### src/rtl/uart_dma_fc_pkg.sv
package uart_dma_fc_pkg;

  localparam logic [11:0] TX_CTRL_ADDR = 12'h10C;
  localparam logic [11:0] RX_CTRL_ADDR = 12'h110;
  localparam logic [11:0] SWACK_ADDR   = 12'h0A8;

  typedef enum logic [1:0] {
    BURST_ONE   = 2'b00,
    BURST_FOUR  = 2'b01,
    BURST_SPARE = 2'b10,
    BURST_EIGHT = 2'b11
  } burst_code_e;

  function automatic logic [3:0] burst_words(input logic [1:0] code);
    case (burst_code_e'(code))
      BURST_FOUR:  burst_words = 4'd4;
      BURST_EIGHT: burst_words = 4'd8;
      default:     burst_words = 4'd1;
    endcase
  endfunction

endpackage

### src/rtl/uart_dma_fc_regs.sv
module uart_dma_fc_regs
  import uart_dma_fc_pkg::*;
#(
  parameter int ADDR_W = 12,
  parameter int DATA_W = 32,
  parameter int BLK_W  = 12
) (
  input  logic              clk,
  input  logic              rst,
  input  logic              wr_en,
  input  logic [ADDR_W-1:0] wr_addr,
  input  logic [DATA_W-1:0] wr_data,
  output logic [1:0]        cfg_we,
  output logic              cfg_en,
  output logic [1:0]        cfg_burst,
  output logic [BLK_W-1:0]  cfg_size,
  output logic              swack
);

  localparam int SIZE_LSB = 3;
  localparam int SIZE_MSB = SIZE_LSB + BLK_W - 1;

  logic unused_hi;
  assign unused_hi = ^wr_data[DATA_W-1:SIZE_MSB+1];

  assign cfg_we[0] = wr_en && (wr_addr == ADDR_W'(TX_CTRL_ADDR));
  assign cfg_we[1] = wr_en && (wr_addr == ADDR_W'(RX_CTRL_ADDR));
  assign swack     = wr_en && (wr_addr == ADDR_W'(SWACK_ADDR)) && wr_data[0];

  assign cfg_en    = wr_data[0];
  assign cfg_burst = wr_data[2:1];
  assign cfg_size  = wr_data[SIZE_MSB:SIZE_LSB];

  // a single write reaches at most one register
  a_r2_one_target: assert property (@(posedge clk) disable iff (rst)
    $onehot0({cfg_we, swack}));

endmodule

### src/rtl/uart_dma_fc_chan.sv
module uart_dma_fc_chan
  import uart_dma_fc_pkg::*;
#(
  parameter int BLK_W     = 12,
  parameter int LVL_W     = 5,
  parameter bit HAS_FORCE = 1'b0
) (
  input  logic             clk,
  input  logic             rst,
  input  logic             cfg_we,
  input  logic             cfg_en,
  input  logic [1:0]       cfg_burst,
  input  logic [BLK_W-1:0] cfg_size,
  input  logic             force_end,
  input  logic [LVL_W-1:0] level,
  input  logic             ack,
  output logic             burst_req,
  output logic             single_req,
  output logic             last
);

  logic             active;
  logic [BLK_W-1:0] remaining;
  logic [3:0]       blen;
  logic             burst_q, single_q, last_q;

  logic             pend, take, force_eff;
  logic             want_burst, want_single;
  logic [BLK_W-1:0] blen_blk, grant_len, rem_next;
  logic [LVL_W-1:0] blen_lvl;

  generate
    if (HAS_FORCE) begin : g_force
      assign force_eff = force_end;
    end else begin : g_noforce
      logic unused_force;
      assign unused_force = force_end;
      assign force_eff    = 1'b0;
    end
  endgenerate

  assign blen_blk  = BLK_W'(blen);
  assign blen_lvl  = LVL_W'(blen);
  assign pend      = burst_q | single_q;
  assign take      = ack & pend;
  assign grant_len = burst_q ? blen_blk : BLK_W'(1);
  assign rem_next  = remaining - grant_len;

  assign want_burst  = active && !pend && (remaining >= blen_blk) && (level >= blen_lvl);
  assign want_single = active && !pend && (remaining < blen_blk) && (remaining != '0)
                       && (level != '0);

  always_ff @(posedge clk) begin
    if (rst) begin
      active    <= 1'b0;
      remaining <= '0;
      blen      <= 4'd1;
      burst_q   <= 1'b0;
      single_q  <= 1'b0;
      last_q    <= 1'b0;
    end else if (cfg_we) begin
      active    <= cfg_en && (cfg_size != '0);
      remaining <= cfg_en ? cfg_size : '0;
      blen      <= burst_words(cfg_burst);
      burst_q   <= 1'b0;
      single_q  <= 1'b0;
      last_q    <= 1'b0;
    end else if (force_eff) begin
      active    <= 1'b0;
      remaining <= '0;
      burst_q   <= 1'b0;
      single_q  <= 1'b0;
      last_q    <= 1'b1;
    end else if (take) begin
      remaining <= rem_next;
      if (rem_next == '0) active <= 1'b0;
      burst_q   <= 1'b0;
      single_q  <= 1'b0;
      last_q    <= 1'b0;
    end else if (want_burst) begin
      burst_q <= 1'b1;
      last_q  <= (remaining == blen_blk);
    end else if (want_single) begin
      single_q <= 1'b1;
      last_q   <= (remaining == BLK_W'(1));
    end else if (!pend) begin
      last_q <= 1'b0;
    end
  end

  assign burst_req  = burst_q;
  assign single_req = single_q;
  assign last       = last_q;

  // burst and single request are mutually exclusive
  a_r11_exclusive: assert property (@(posedge clk) disable iff (rst)
    !(burst_q && single_q));

  // a request holds steady until acknowledged
  a_r7_hold: assert property (@(posedge clk) disable iff (rst)
    (pend && !ack && !cfg_we && !force_eff) |=> $stable({burst_q, single_q, last_q}));

  // no request in the cycle after an acknowledge
  a_r7_gap: assert property (@(posedge clk) disable iff (rst)
    take |=> !(burst_q || single_q));

  // a zero write drops any request
  a_r9_zero_clear: assert property (@(posedge clk) disable iff (rst)
    (cfg_we && !cfg_en) |=> !(burst_q || single_q));

  // forced end gives last with no request
  a_r10_force: assert property (@(posedge clk) disable iff (rst)
    (force_eff && !cfg_we) |=> (last_q && !burst_q && !single_q));

  // a burst request only rises with enough FIFO level
  a_r4_level: assert property (@(posedge clk) disable iff (rst)
    $rose(burst_q) |-> ($past(level) >= blen_lvl));

endmodule

### src/rtl/uart_dma_fc.sv
module uart_dma_fc #(
  parameter int ADDR_W     = 12,
  parameter int DATA_W     = 32,
  parameter int BLK_W      = 12,
  parameter int FIFO_DEPTH = 16,
  parameter int LVL_W      = $clog2(FIFO_DEPTH + 1)
) (
  input  logic              clk,
  input  logic              rst,
  input  logic              wr_en,
  input  logic [ADDR_W-1:0] wr_addr,
  input  logic [DATA_W-1:0] wr_data,
  input  logic [LVL_W-1:0]  tx_fifo_free,
  input  logic [LVL_W-1:0]  rx_fifo_fill,
  input  logic              tx_dma_ack,
  input  logic              rx_dma_ack,
  output logic              tx_burst_req,
  output logic              tx_single_req,
  output logic              tx_last,
  output logic              rx_burst_req,
  output logic              rx_single_req,
  output logic              rx_last
);

  localparam int NCH = 2;

  logic [1:0]       cfg_we;
  logic             cfg_en;
  logic [1:0]       cfg_burst;
  logic [BLK_W-1:0] cfg_size;
  logic             swack;

  logic [LVL_W-1:0] lvl [NCH];
  logic [NCH-1:0]   ack_v, breq, sreq, lst;

  assign lvl[0] = tx_fifo_free;
  assign lvl[1] = rx_fifo_fill;
  assign ack_v  = {rx_dma_ack, tx_dma_ack};

  uart_dma_fc_regs #(
    .ADDR_W(ADDR_W), .DATA_W(DATA_W), .BLK_W(BLK_W)
  ) u_regs (
    .clk(clk), .rst(rst), .wr_en(wr_en), .wr_addr(wr_addr), .wr_data(wr_data),
    .cfg_we(cfg_we), .cfg_en(cfg_en), .cfg_burst(cfg_burst), .cfg_size(cfg_size),
    .swack(swack)
  );

  generate
    for (genvar i = 0; i < NCH; i++) begin : g_ch
      uart_dma_fc_chan #(
        .BLK_W(BLK_W), .LVL_W(LVL_W), .HAS_FORCE(i == 1)
      ) u_chan (
        .clk(clk), .rst(rst), .cfg_we(cfg_we[i]), .cfg_en(cfg_en),
        .cfg_burst(cfg_burst), .cfg_size(cfg_size), .force_end(swack),
        .level(lvl[i]), .ack(ack_v[i]),
        .burst_req(breq[i]), .single_req(sreq[i]), .last(lst[i])
      );
    end
  endgenerate

  assign tx_burst_req  = breq[0];
  assign tx_single_req = sreq[0];
  assign tx_last       = lst[0];
  assign rx_burst_req  = breq[1];
  assign rx_single_req = sreq[1];
  assign rx_last       = lst[1];

endmodule

### config.mk
export PLATFORM = sky130hd
export DESIGN_NAME = uart_dma_fc
export DESIGN_NICKNAME = d
export VERILOG_FILES = /design/src/rtl/uart_dma_fc_pkg.sv /design/src/rtl/uart_dma_fc_regs.sv /design/src/rtl/uart_dma_fc_chan.sv /design/src/rtl/uart_dma_fc.sv
export SDC_FILE = /design/constraint.sdc
export NUM_CORES = 1
export LEC_CHECK = 0
export BUFFER_PORTS_ARGS = -buffer_cell sky130_fd_sc_hd__buf_2
export CORE_ASPECT_RATIO = 1.2
export CORE_MARGIN = 5
export CORE_UTILIZATION = 54
export CTS_CLUSTER_SIZE = 30
export DETAILED_ROUTE_END_ITERATION = 10
export HOLD_SLACK_MARGIN = 0.03
export PLACE_DENSITY = 0.8
export SYNTH_ARGS = -nofsm -noshare
export SYNTH_HDL_FRONTEND = slang
export SYNTH_SLANG_ARGS = --single-unit
### constraint.sdc
create_clock -name clk -period 3.1 [get_ports clk]
set_clock_uncertainty 0.1 [all_clocks]
set_input_delay 0.155 -clock clk [delete_from_list [all_inputs] [get_ports clk]]
set_output_delay 0.155 -clock clk [all_outputs]
set_load 0.01 [all_outputs]
==> results of run 1 <==
cell families (layout without fill, tap and decap cells):
| group | count (synthesis) | count (layout) | share of synthesized area |
|---|---|---|---|
| AND/OR/NAND/NOR | 153 | 153 | 0.304 |
| AO/OA/AOI/OAI | 98 | 98 | 0.229 |
| flip-flops | 38 | 38 | 0.272 |
| buffers and inverters | 28 | 74 | 0.0528 |
| adder cells (fa/ha/maj) | 20 | 20 | 0.0894 |
| XOR/XNOR | 17 | 17 | 0.0532 |
registers in the layout, summed over array words and instances (netlist names):
| signal | cells |
|---|---|
| g_ch.u_chan.remaining | 24 |
| g_ch.u_chan.single_req | 2 |
| g_ch.u_chan.last | 2 |
| g_ch.u_chan.active | 2 |
| g_ch.u_chan.burst_req | 2 |
| g_ch.u_chan.blen | 6 |
path summary, 6_finish.rpt:
kind / end / cells past startpoint / from
max: g_ch[1].u_chan.remaining[10] / 8 / g_ch[1].u_chan.burst_req
min: g_ch[0].u_chan.blen[3] / 3 / wr_data[2]
max reg2reg: g_ch[1].u_chan.remaining[10] / 8 / g_ch[1].u_chan.burst_req
min reg2reg: g_ch[0].u_chan.blen[3] / 2 / g_ch[0].u_chan.blen[3]
synth_stat cells (7+ instances only):
master	instances	area (um2)
dfxtp_1	38	761
nand3_1	10	50.1
a21oi_1	34	170
nor3_1	18	90.1
a31oi_1	7	43.8
nor4_1	9	56.3
nand2_1	28	105
ha_1	20	250
nor2_1	31	116
inv_1	13	48.8
xor2_1	12	105
o21ai_0	12	60.1
nand4_1	8	50.1
clkbuf_1	8	30.0
a211oi_1	11	82.6
per-stage QoR:
stage | utilization | hold WS, ps | setup WS [ps] | cells
3_5_place_dp | 0.608 | 338 | 593 | 448
4_1_cts | 0.645 | 48.7 | 605 | 460
3_3_place_gp | 0.608 | 331 | 643 | 448
5_1_grt | 0.645 | 62.6 | 482 | 460
2_1_floorplan | - | 196 | 730 | 354
6_report | 0.645 | 59.1 | 603 | 460
power groups by stage:
stage / clock network (mW) / registers (mW) / logic, mW
4_1_cts: 0.536 / 0.488 / 0.0741
6_report: 0.531 / 0.488 / 0.0749
3_5_place_dp: 0 / 0.499 / 0.0698
5_1_grt: 0.563 / 0.488 / 0.0812
3_3_place_gp: 0 / 0.499 / 0.0678
2_1_floorplan: 0 / 0.499 / 0.0296
metal layers:
layer  GRT usage  vias up  wire length [um]
met4      0.0715        0               104
met2       0.430       91              3800
met1       0.275     1331              3070
met5           0        -                 0
li1            -     1415                 -
met3      0.0375       10               368
worst reg2reg max path, cell delays in order (launching register included):
cell	delay, ps
dfxtp_1	440
nand2_1	100
ha_1	230
or4_1	510
or3_4	390
nor3_2	180
xor2_1	160
a22oi_1	100
a211oi_2	220
cell type report:
cell class | instances | area [um2]
clock buffer | 6 | 82.6
clock inverter | 2 | 60.1
fill | 448 | 1770
inverter | 13 | 48.8
multi-input combinational | 288 | 1890
sequential | 38 | 761
tap | 60 | 75.1
timing repair buffer | 53 | 290
==> results.toml, run 1 <==
[yosys]
post_synth_num_cell_types = 58
avg_inst_size_synth_um2 = 7.91
edff_count_synth = 0
synth_fp_nets = 433
postSynthRegisterBits = 38
syn-instance-count = 354
yosys_warning_total = 0
post_synthesis_instance_area_um2 = 2800
ys_seq_area_frac = 0.272
synth_top_flop_cell = "dfxtp_1"
synth-async-reset-ratio = 0

[clock_tree]
cts-root-buf = "clkbuf_8"
hold_buf_cts = 4
post_cts.resized_instances = 0
tritoncts.num_buffers = 5
tritoncts = "yes"
worst_setup_hold_path_clk_slew_ps = 80
clk_path_buf_depth = 2
clkSinkCount = 38
cts_htree_levels = 2
clkLatencyLatePin_ps = 300
cts.repair_timing.setup_buffer_count = 0

[power_and_ir_drop]
power.total_mw = 1.09
leakage_nw = 1.25
power_density_nw_per_um2 = 341
p_sw_frac = 0.209
power.switching_uw = 228
power_share_of_the_combinational_group = 0.069
power.share.clock = 0.485
cell_internal_pwr_uw = 865
p_seq_frac = 0.446
power.ir.vdd_worst_v = 0.000174

[global_routing]
global_route.overflow_total = 0
grt_antenna_before_repair = 0
number_of_global_route_vias_before_repair = 2792
globalRouteTotalUtil = 0.235
first_pass_grt_wire_length_um = 12400
grt_start_max_net_pins = 39

[floorplan]
ios = 65
placeableCoreArea_um2 = 4970
initial_core_utilization = 0.563
floorplan.die.height_um = 88.9
die_area_um2 = 6730
rows = 28
die_width_um = 75.7

[placed_design]
placement.io_buffers = 47
detailedPlacementHpwl_um = 5440
postPlaceCellArea_um2 = 3030
gp_congestion = 0.939

[worst_setup_path]
worstPathArrival_ps = 2620
critical_path.endpoint_type = "flip-flop"
critical_path_peak_fanout = 7
timing.setup.critical_path_class = "flip-flop to flip-flop"
reg2reg_setup_slack_ps = 600
slowest_stage = "or4_1"
critical_path_startpoint_category = "flip-flop"
worst-endpoint-required_ps = 3220
critical_path.max_stage_delay_ps = 510
critical_path_buf_inv_count = 0
cp_top_family = "simple AND/OR/NAND/NOR gates"
crit_path_cell_trace = "nand2_1, ha_1, or4_1, or3_4, nor3_2, xor2_1, a22oi_1, a211oi_2"

[sta]
maxSlewHeadroom = 0.501
timing.fmax_mhz = 401
maxSlewViolCount = 0
report.final.setup_viol = 0
post-route-min-period_ps = 2500
tns_ps = 0
timing_worst_slew_pin_value_ps = 748
finalHoldViolCount = 0
grt_setup_unrepaired = "no"
final_min_period_over_clock_period = 0.805

[detailed_routing]
drcViolationCount = 0
detailroute.via_count = 2847
drt-initial-drc-count = 204
route.detailed.wl_per_inst_um = 16.0
detail_route.wirelength_um = 7340
dr.pass1.iters = 4
routed_via_density = 6.19
route.antenna.remaining_nets = 0

[run]
drv_cap = 0

[final_layout]
layout_commonest_cell = "buf_2"
nNetsFinal = 478
layout.cells.most_common_list = "buf_2, dfxtp_1, a21oi_1"
area.growth.synth_to_final_pct = 14.6
ant_diodes = 0
layout-drive-gt1-share = 0.178
finish.instance_area_um2 = 3210

[status]
outcome = "completed"

[min_path]
min-delay-path-class = "input port to flip-flop"
(Power assumes the default switching activity.)
==> inputs of run 2 (changes only) <==
--- a/config.mk
+++ b/config.mk
@@ -8,11 +8,11 @@
 export BUFFER_PORTS_ARGS = -buffer_cell sky130_fd_sc_hd__buf_2
 export CORE_ASPECT_RATIO = 1.2
 export CORE_MARGIN = 5
-export CORE_UTILIZATION = 54
+export CORE_UTILIZATION = 49
 export CTS_CLUSTER_SIZE = 30
 export DETAILED_ROUTE_END_ITERATION = 10
 export HOLD_SLACK_MARGIN = 0.03
-export PLACE_DENSITY = 0.8
+export PLACE_DENSITY = 0.77
 export SYNTH_ARGS = -nofsm -noshare
 export SYNTH_HDL_FRONTEND = slang
 export SYNTH_SLANG_ARGS = --single-unit
==> constraint.sdc (replaced) <==
create_clock -name clk -period 2.25 [get_ports clk]
set_clock_uncertainty 0.1 [all_clocks]
set_input_delay 0.1125 -clock clk [delete_from_list [all_inputs] [get_ports clk]]
set_output_delay 0.1125 -clock clk [all_outputs]
set_load 0.01 [all_outputs]
==> run 2 against run 1 <==
Flip-flop and latch count stayed put. Via count is 4.0% higher. First-iteration DRC count fell by 15%. Total power up 36%. Clock-buffer cell count is 1 higher. Worst setup slack lost 590 ps. Global-route usage decreased by 1.3 points. Sequential share of layout area decreased by 2.4 points. Final cell count rose by 8.3%. Non-clock buffer count grew 34. Die area grew 8.9%.
==> results.toml, run 2 (synthesized netlist as in run 1, its figures left out) <==
[detailed_routing]
detail_route.wirelength_um = 8040
detailroute.via_count = 2960
drt-initial-drc-count = 174
route.antenna.remaining_nets = 0
drcViolationCount = 0
routed_via_density = 5.94
dr.pass1.iters = 4
route.detailed.wl_per_inst_um = 16.1

[run]
drv_cap = 0

[clock_tree]
clk_path_buf_depth = 2
tritoncts = "yes"
clkLatencyLatePin_ps = 300
worst_setup_hold_path_clk_slew_ps = 90
cts-root-buf = "clkbuf_8"
clkSinkCount = 38
tritoncts.num_buffers = 5
cts_htree_levels = 2

[min_path]
min-delay-path-class = "input port to flip-flop"
hold_path_depth = 4

[global_routing]
grt_start_max_net_pins = 25
first_pass_grt_wire_length_um = 13100
global_route.overflow_total = 0
number_of_global_route_vias_before_repair = 2874
grt_antenna_before_repair = 0
globalRouteTotalUtil = 0.222

[final_layout]
nNetsFinal = 512
largestRegisters = "g_ch.u_chan.remaining (24), g_ch.u_chan.blen (6)"
max_reg_flops = 24
ant_diodes = 0
top_register = "g_ch.u_chan.remaining"
nFillCells = 462
post-route-util = 0.648
final_cell_count_no_fill = 498
finish.instance_area_um2 = 3620
layout-drive-gt1-share = 0.276
layout_commonest_cell = "buf_2"
layout.cells.most_common_list = "buf_2, a21oi_1, dfxtp_1"
area.growth.synth_to_final_pct = 29.4

[sta]
maxSlewViolCount = 0
fin_worst_hold_slack_ps = 19.4
timing_worst_slew_pin_value_ps = 506
report.final.setup_viol = 0
tns_ps = 0
post-route-min-period_ps = 2240
grt_setup_unrepaired = "yes"
layout_setup_ws_ps = 12.2
timing.fmax_mhz = 447
maxSlewHeadroom = 0.660
final_min_period_over_clock_period = 0.995
finalHoldViolCount = 0

[worst_setup_path]
worstPathArrival_ps = 2370
timing.setup.critical_path_class = "flip-flop to flip-flop"
critical_path_startpoint_category = "flip-flop"
critical_path_peak_fanout = 7
critical_path.endpoint_type = "flip-flop"
r2r.worst_path.cells = 8
worst-endpoint-required_ps = 2380

[floorplan]
placeableCoreArea_um2 = 5590
die_area_um2 = 7330
initial_core_utilization = 0.500
rows = 30
ios = 65
floorplan.die.height_um = 92.8
die_width_um = 79.0

[power_and_ir_drop]
power.ir.vdd_worst_v = 0.000314
power_density_nw_per_um2 = 410
power.total_mw = 1.48
leakage_nw = 1.47

[placed_design]
postPlaceCellArea_um2 = 3250
dp.cells = 478
pre_cts_ws_ps = -13.5
placement.io_buffers = 47
gp_congestion = 0.937
detailedPlacementHpwl_um = 6000

[status]
outcome = "completed"
-- run 2: cell count changes in the layout (fill, tap and decap cells not counted), moves of 3 or more --
cell | previous run | this run
dlygate4sd3_1 | 4 | 10
buf_4 | 2 | 28
o21ai_0 | 12 | 9
o21ai_1 | 1 | 4
dfxtp_2 | 0 | 5
dfxtp_1 | 38 | 32
-- run 2: worst max-delay path, cell delays in order (launching register included) --
cell	delay, ps
dfxtp_4	390
nand2_4	60
ha_4	150
or4_4	410
or3_4	420
nor3_4	200
xor2_1	170
a22oi_1	100
a211oi_2	180
-- run 2: cell type report --
| type | instances | area (um2) | share of cell area |
|---|---|---|---|
| tap | 64 | 80.1 | 0.0221 |
| sequential | 38 | 771 | 0.213 |
| timing repair buffer | 87 | 586 | 0.162 |
| clock buffer | 7 | 108 | 0.0297 |
| clock inverter | 1 | 30.0 | 0.00829 |
| multi-input combinational | 288 | 2000 | 0.552 |
| inverter | 13 | 48.8 | 0.0135 |
-- run 2: where the power goes --
part / internal, mW / leakage, nW / switching, mW / total, mW
sequential: 0.671 / 0.307 / 0.000124 / 0.671
clock: 0.429 / 0.0696 / 0.269 / 0.698
combinational: 0.0559 / 1.09 / 0.0587 / 0.115
total: 1.16 / 1.47 / 0.328 / 1.48
-- run 2: final timing paths --
path | startpoint | to | slack [ps]
setup reg to reg | g_ch[1].u_chan.burst_req | g_ch[1].u_chan.remaining[10] | 10
setup / recovery | g_ch[1].u_chan.burst_req | g_ch[1].u_chan.remaining[10] | 10
hold reg to reg | g_ch[0].u_chan.blen[3] | g_ch[0].u_chan.blen[3] | 380
hold / removal | tx_dma_ack | g_ch[0].u_chan.last | 20
-- run 2: layer usage --
metal,share of wire,vias to the layer above,GRT usage
met5,0,-,0
met4,0.017,0,0.0573
met3,0.040,13,0.0350
met2,0.53,74,0.417
met1,0.41,1388,0.257
li1,-,1485,-
-- run 2: timing repair --
item / CTS / global route
pin swaps: 0 / 8
setup buffers: 0 / 2
endpoints found under the setup margin: 3 / 17
gates resized for setup: 3 / 26
hold endpoints to repair: 9 / 1
hold buffers: 9 / 1
gates cloned: 0 / 0
==> inputs of run 3 (changes only) <==
--- a/config.mk
+++ b/config.mk
@@ -6,13 +6,15 @@
 export NUM_CORES = 1
 export LEC_CHECK = 0
 export BUFFER_PORTS_ARGS = -buffer_cell sky130_fd_sc_hd__buf_2
+export CELL_PAD_IN_SITES_DETAIL_PLACEMENT = 1
+export CELL_PAD_IN_SITES_GLOBAL_PLACEMENT = 1
 export CORE_ASPECT_RATIO = 1.2
 export CORE_MARGIN = 5
-export CORE_UTILIZATION = 49
+export CORE_UTILIZATION = 36
 export CTS_CLUSTER_SIZE = 30
 export DETAILED_ROUTE_END_ITERATION = 10
 export HOLD_SLACK_MARGIN = 0.03
-export PLACE_DENSITY = 0.77
+export PLACE_DENSITY_LB_ADDON = 0.1
 export SYNTH_ARGS = -nofsm -noshare
 export SYNTH_HDL_FRONTEND = slang
 export SYNTH_SLANG_ARGS = --single-unit
==> run 3 against run 2 <==
Routed wire length rose by 14%. Clock-buffer cell count fell by 1. Largest power group is now sequential cells. Register-to-register slack barely moved. First-iteration DRC count fell by 56%. Flip-flop and latch count did not move. Total power fell by 15%. Die area rose by 32%. Utilization fell by 17 points.
==> results.toml, run 3 (synthesized netlist as in run 1, its figures left out) <==
[clock_tree]
clk_path_buf_depth = 2
cts_htree_levels = 2
worst_setup_hold_path_clk_slew_ps = 90
tritoncts.num_buffers = 5
tritoncts = "yes"
clkLatencyLatePin_ps = 290
clkSinkCount = 38
cts-root-buf = "clkbuf_8"

[worst_setup_path]
critical_path_startpoint_category = "flip-flop"
reg2reg_from = "g_ch[1].u_chan.burst_req"
critical_path_peak_fanout = 4
critical_path.endpoint_type = "flip-flop"
end_of_the_worst_register_to_register_path = "g_ch[1].u_chan.remaining[10]"
worst-endpoint-required_ps = 2370
r2r.worst_path.cells = 8
reg2reg_setup_slack_ps = 10
timing.setup.critical_path_class = "flip-flop to flip-flop"
worstPathArrival_ps = 2360

[sta]
final_min_period_over_clock_period = 0.995
report.final.setup_viol = 0
maxSlewHeadroom = 0.490
maxSlewViolCount = 0
timing_worst_slew_pin_value_ps = 765
timing.fmax_mhz = 447
grt_setup_unrepaired = "yes"
finalHoldViolCount = 0
fin_worst_hold_slack_ps = 31.4
post-route-min-period_ps = 2240
layout_setup_ws_ps = 11.1

[status]
outcome = "completed"

[floorplan]
placeableCoreArea_um2 = 7620
initial_core_utilization = 0.367
ios = 65
rows = 35
die_area_um2 = 9650
floorplan.die.height_um = 107
die_width_um = 90.5

[final_layout]
largestRegisters = "g_ch.u_chan.remaining (24), g_ch.u_chan.blen (6)"
layout_commonest_cell = "buf_2"
nNetsFinal = 517
post-route-util = 0.482
nFillCells = 987
layout-drive-gt1-share = 0.310
max_reg_flops = 24
top_register = "g_ch.u_chan.remaining"
sequential_cell_area_um2 = 773
area.growth.synth_to_final_pct = 31.2
ant_diodes = 0
multi_input_comb_area_um2 = 2050
layout.cells.most_common_list = "buf_2, buf_4, a21oi_1"
final_cell_count_no_fill = 531

[power_and_ir_drop]
power_share_of_the_combinational_group = 0.093
power.switching_uw = 320
power_density_nw_per_um2 = 343
cell_internal_pwr_uw = 941
power.share.clock = 0.377
power.ir.vdd_worst_v = 0.000237
power.total_mw = 1.26
p_seq_frac = 0.531
leakage_nw = 1.47
p_sw_frac = 0.254

[min_path]
hp-start = "wr_data[2]"
hold_path_depth = 3
min-delay-path-class = "input port to flip-flop"
min_delay_worst_endpoint = "g_ch[0].u_chan.blen[3]"

[global_routing]
grt_start_max_net_pins = 39
number_of_global_route_vias_before_repair = 3094
first_pass_grt_wire_length_um = 15200
grt_antenna_before_repair = 0
global_route.overflow_total = 0
globalRouteTotalUtil = 0.190

[detailed_routing]
routed_via_density = 5.55
detail_route.wirelength_um = 9180
route.antenna.remaining_nets = 0
detailroute.via_count = 2949
drcViolationCount = 0
dr.pass1.iters = 4
route.detailed.wl_per_inst_um = 17.3
drt-initial-drc-count = 77

[placed_design]
dp.cells = 514
placement.io_buffers = 47
detailedPlacementHpwl_um = 7190
gp_congestion = 0.851
pre_cts_ws_ps = -61.9

[run]
drv_cap = 0
==> run 3: cell type report <==
cell class                      count  share of cell area
Clock buffer                        6              0.0198
Clock inverter                      2             0.00272
Inverter                           13              0.0133
Multi-Input combinational cell    288               0.558
Sequential cell                    38               0.210
Tap cell                           92              0.0313
Timing Repair Buffer               92               0.164
==> run 3: timing repair <==
| action | in CTS | in global routing |
|---|---|---|
| endpoints found under the setup margin | 10 | 18 |
| endpoints found under the hold margin | 7 | 0 |
| hold buffers | 7 | 0 |
| setup buffers | 0 | 2 |
| pin swaps | 3 | 11 |
| resized for setup | 10 | 32 |
==> run 3: through the flow <==
stage          cell area, um2  setup TNS [ps]
2_1_floorplan            2800               0
3_3_place_gp             3340           -47.1
3_5_place_dp             3340            -179
4_1_cts                  3510               0
5_1_grt                  3670            -272
6_report                 3670               0
==> run 3: routing by layer <==
| metal | global-route usage | part of all wire | wire length, um | vias to the layer above |
|---|---|---|---|---|
| met3 | 0.0267 | 0.016 | 148 | 11 |
| met5 | 0 | 0 | 0 | - |
| met2 | 0.368 | 0.53 | 4890 | 29 |
| met4 | 0.0457 | 0.015 | 137 | 0 |
| met1 | 0.217 | 0.44 | 4000 | 1423 |
| li1 | - | - | - | 1486 |
==> run 3: critical path: stages (launching register included) <==
cell      delay, ps
dfxtp_4         380
nand2_4          60
ha_4            160
or4_4           420
or3_4           420
nor3_4          130
xor2_1          210
a22oi_2          80
a211oi_2        220
==> run 3: power by group through the flow <==
| stage | Combinational, mW | Sequential [mW] | Clock, mW |
|---|---|---|---|
| after global routing | 0.130 | 0.670 | 0.521 |
| after CTS | 0.115 | 0.671 | 0.497 |
| final | 0.117 | 0.670 | 0.475 |
| after floorplan | 0.0408 | 0.687 | 0 |
| after detailed placement | 0.105 | 0.687 | 0 |
| after global placement | 0.101 | 0.687 | 0 |
==> run 3: how the worst max path moves through the flow <==
stage	to	startpoint	slack, ps
after floorplan	g_ch[0].u_chan.remaining[11]	g_ch[0].u_chan.burst_req	10
after global placement	g_ch[1].u_chan.active	g_ch[1].u_chan.blen[0]	-50
after detailed placement	g_ch[1].u_chan.active	g_ch[1].u_chan.blen[0]	-60
after CTS	g_ch[0].u_chan.remaining[11]	g_ch[0].u_chan.burst_req	2
after global routing	g_ch[1].u_chan.remaining[9]	g_ch[1].u_chan.burst_req	-80
final	g_ch[1].u_chan.remaining[10]	g_ch[1].u_chan.burst_req	10
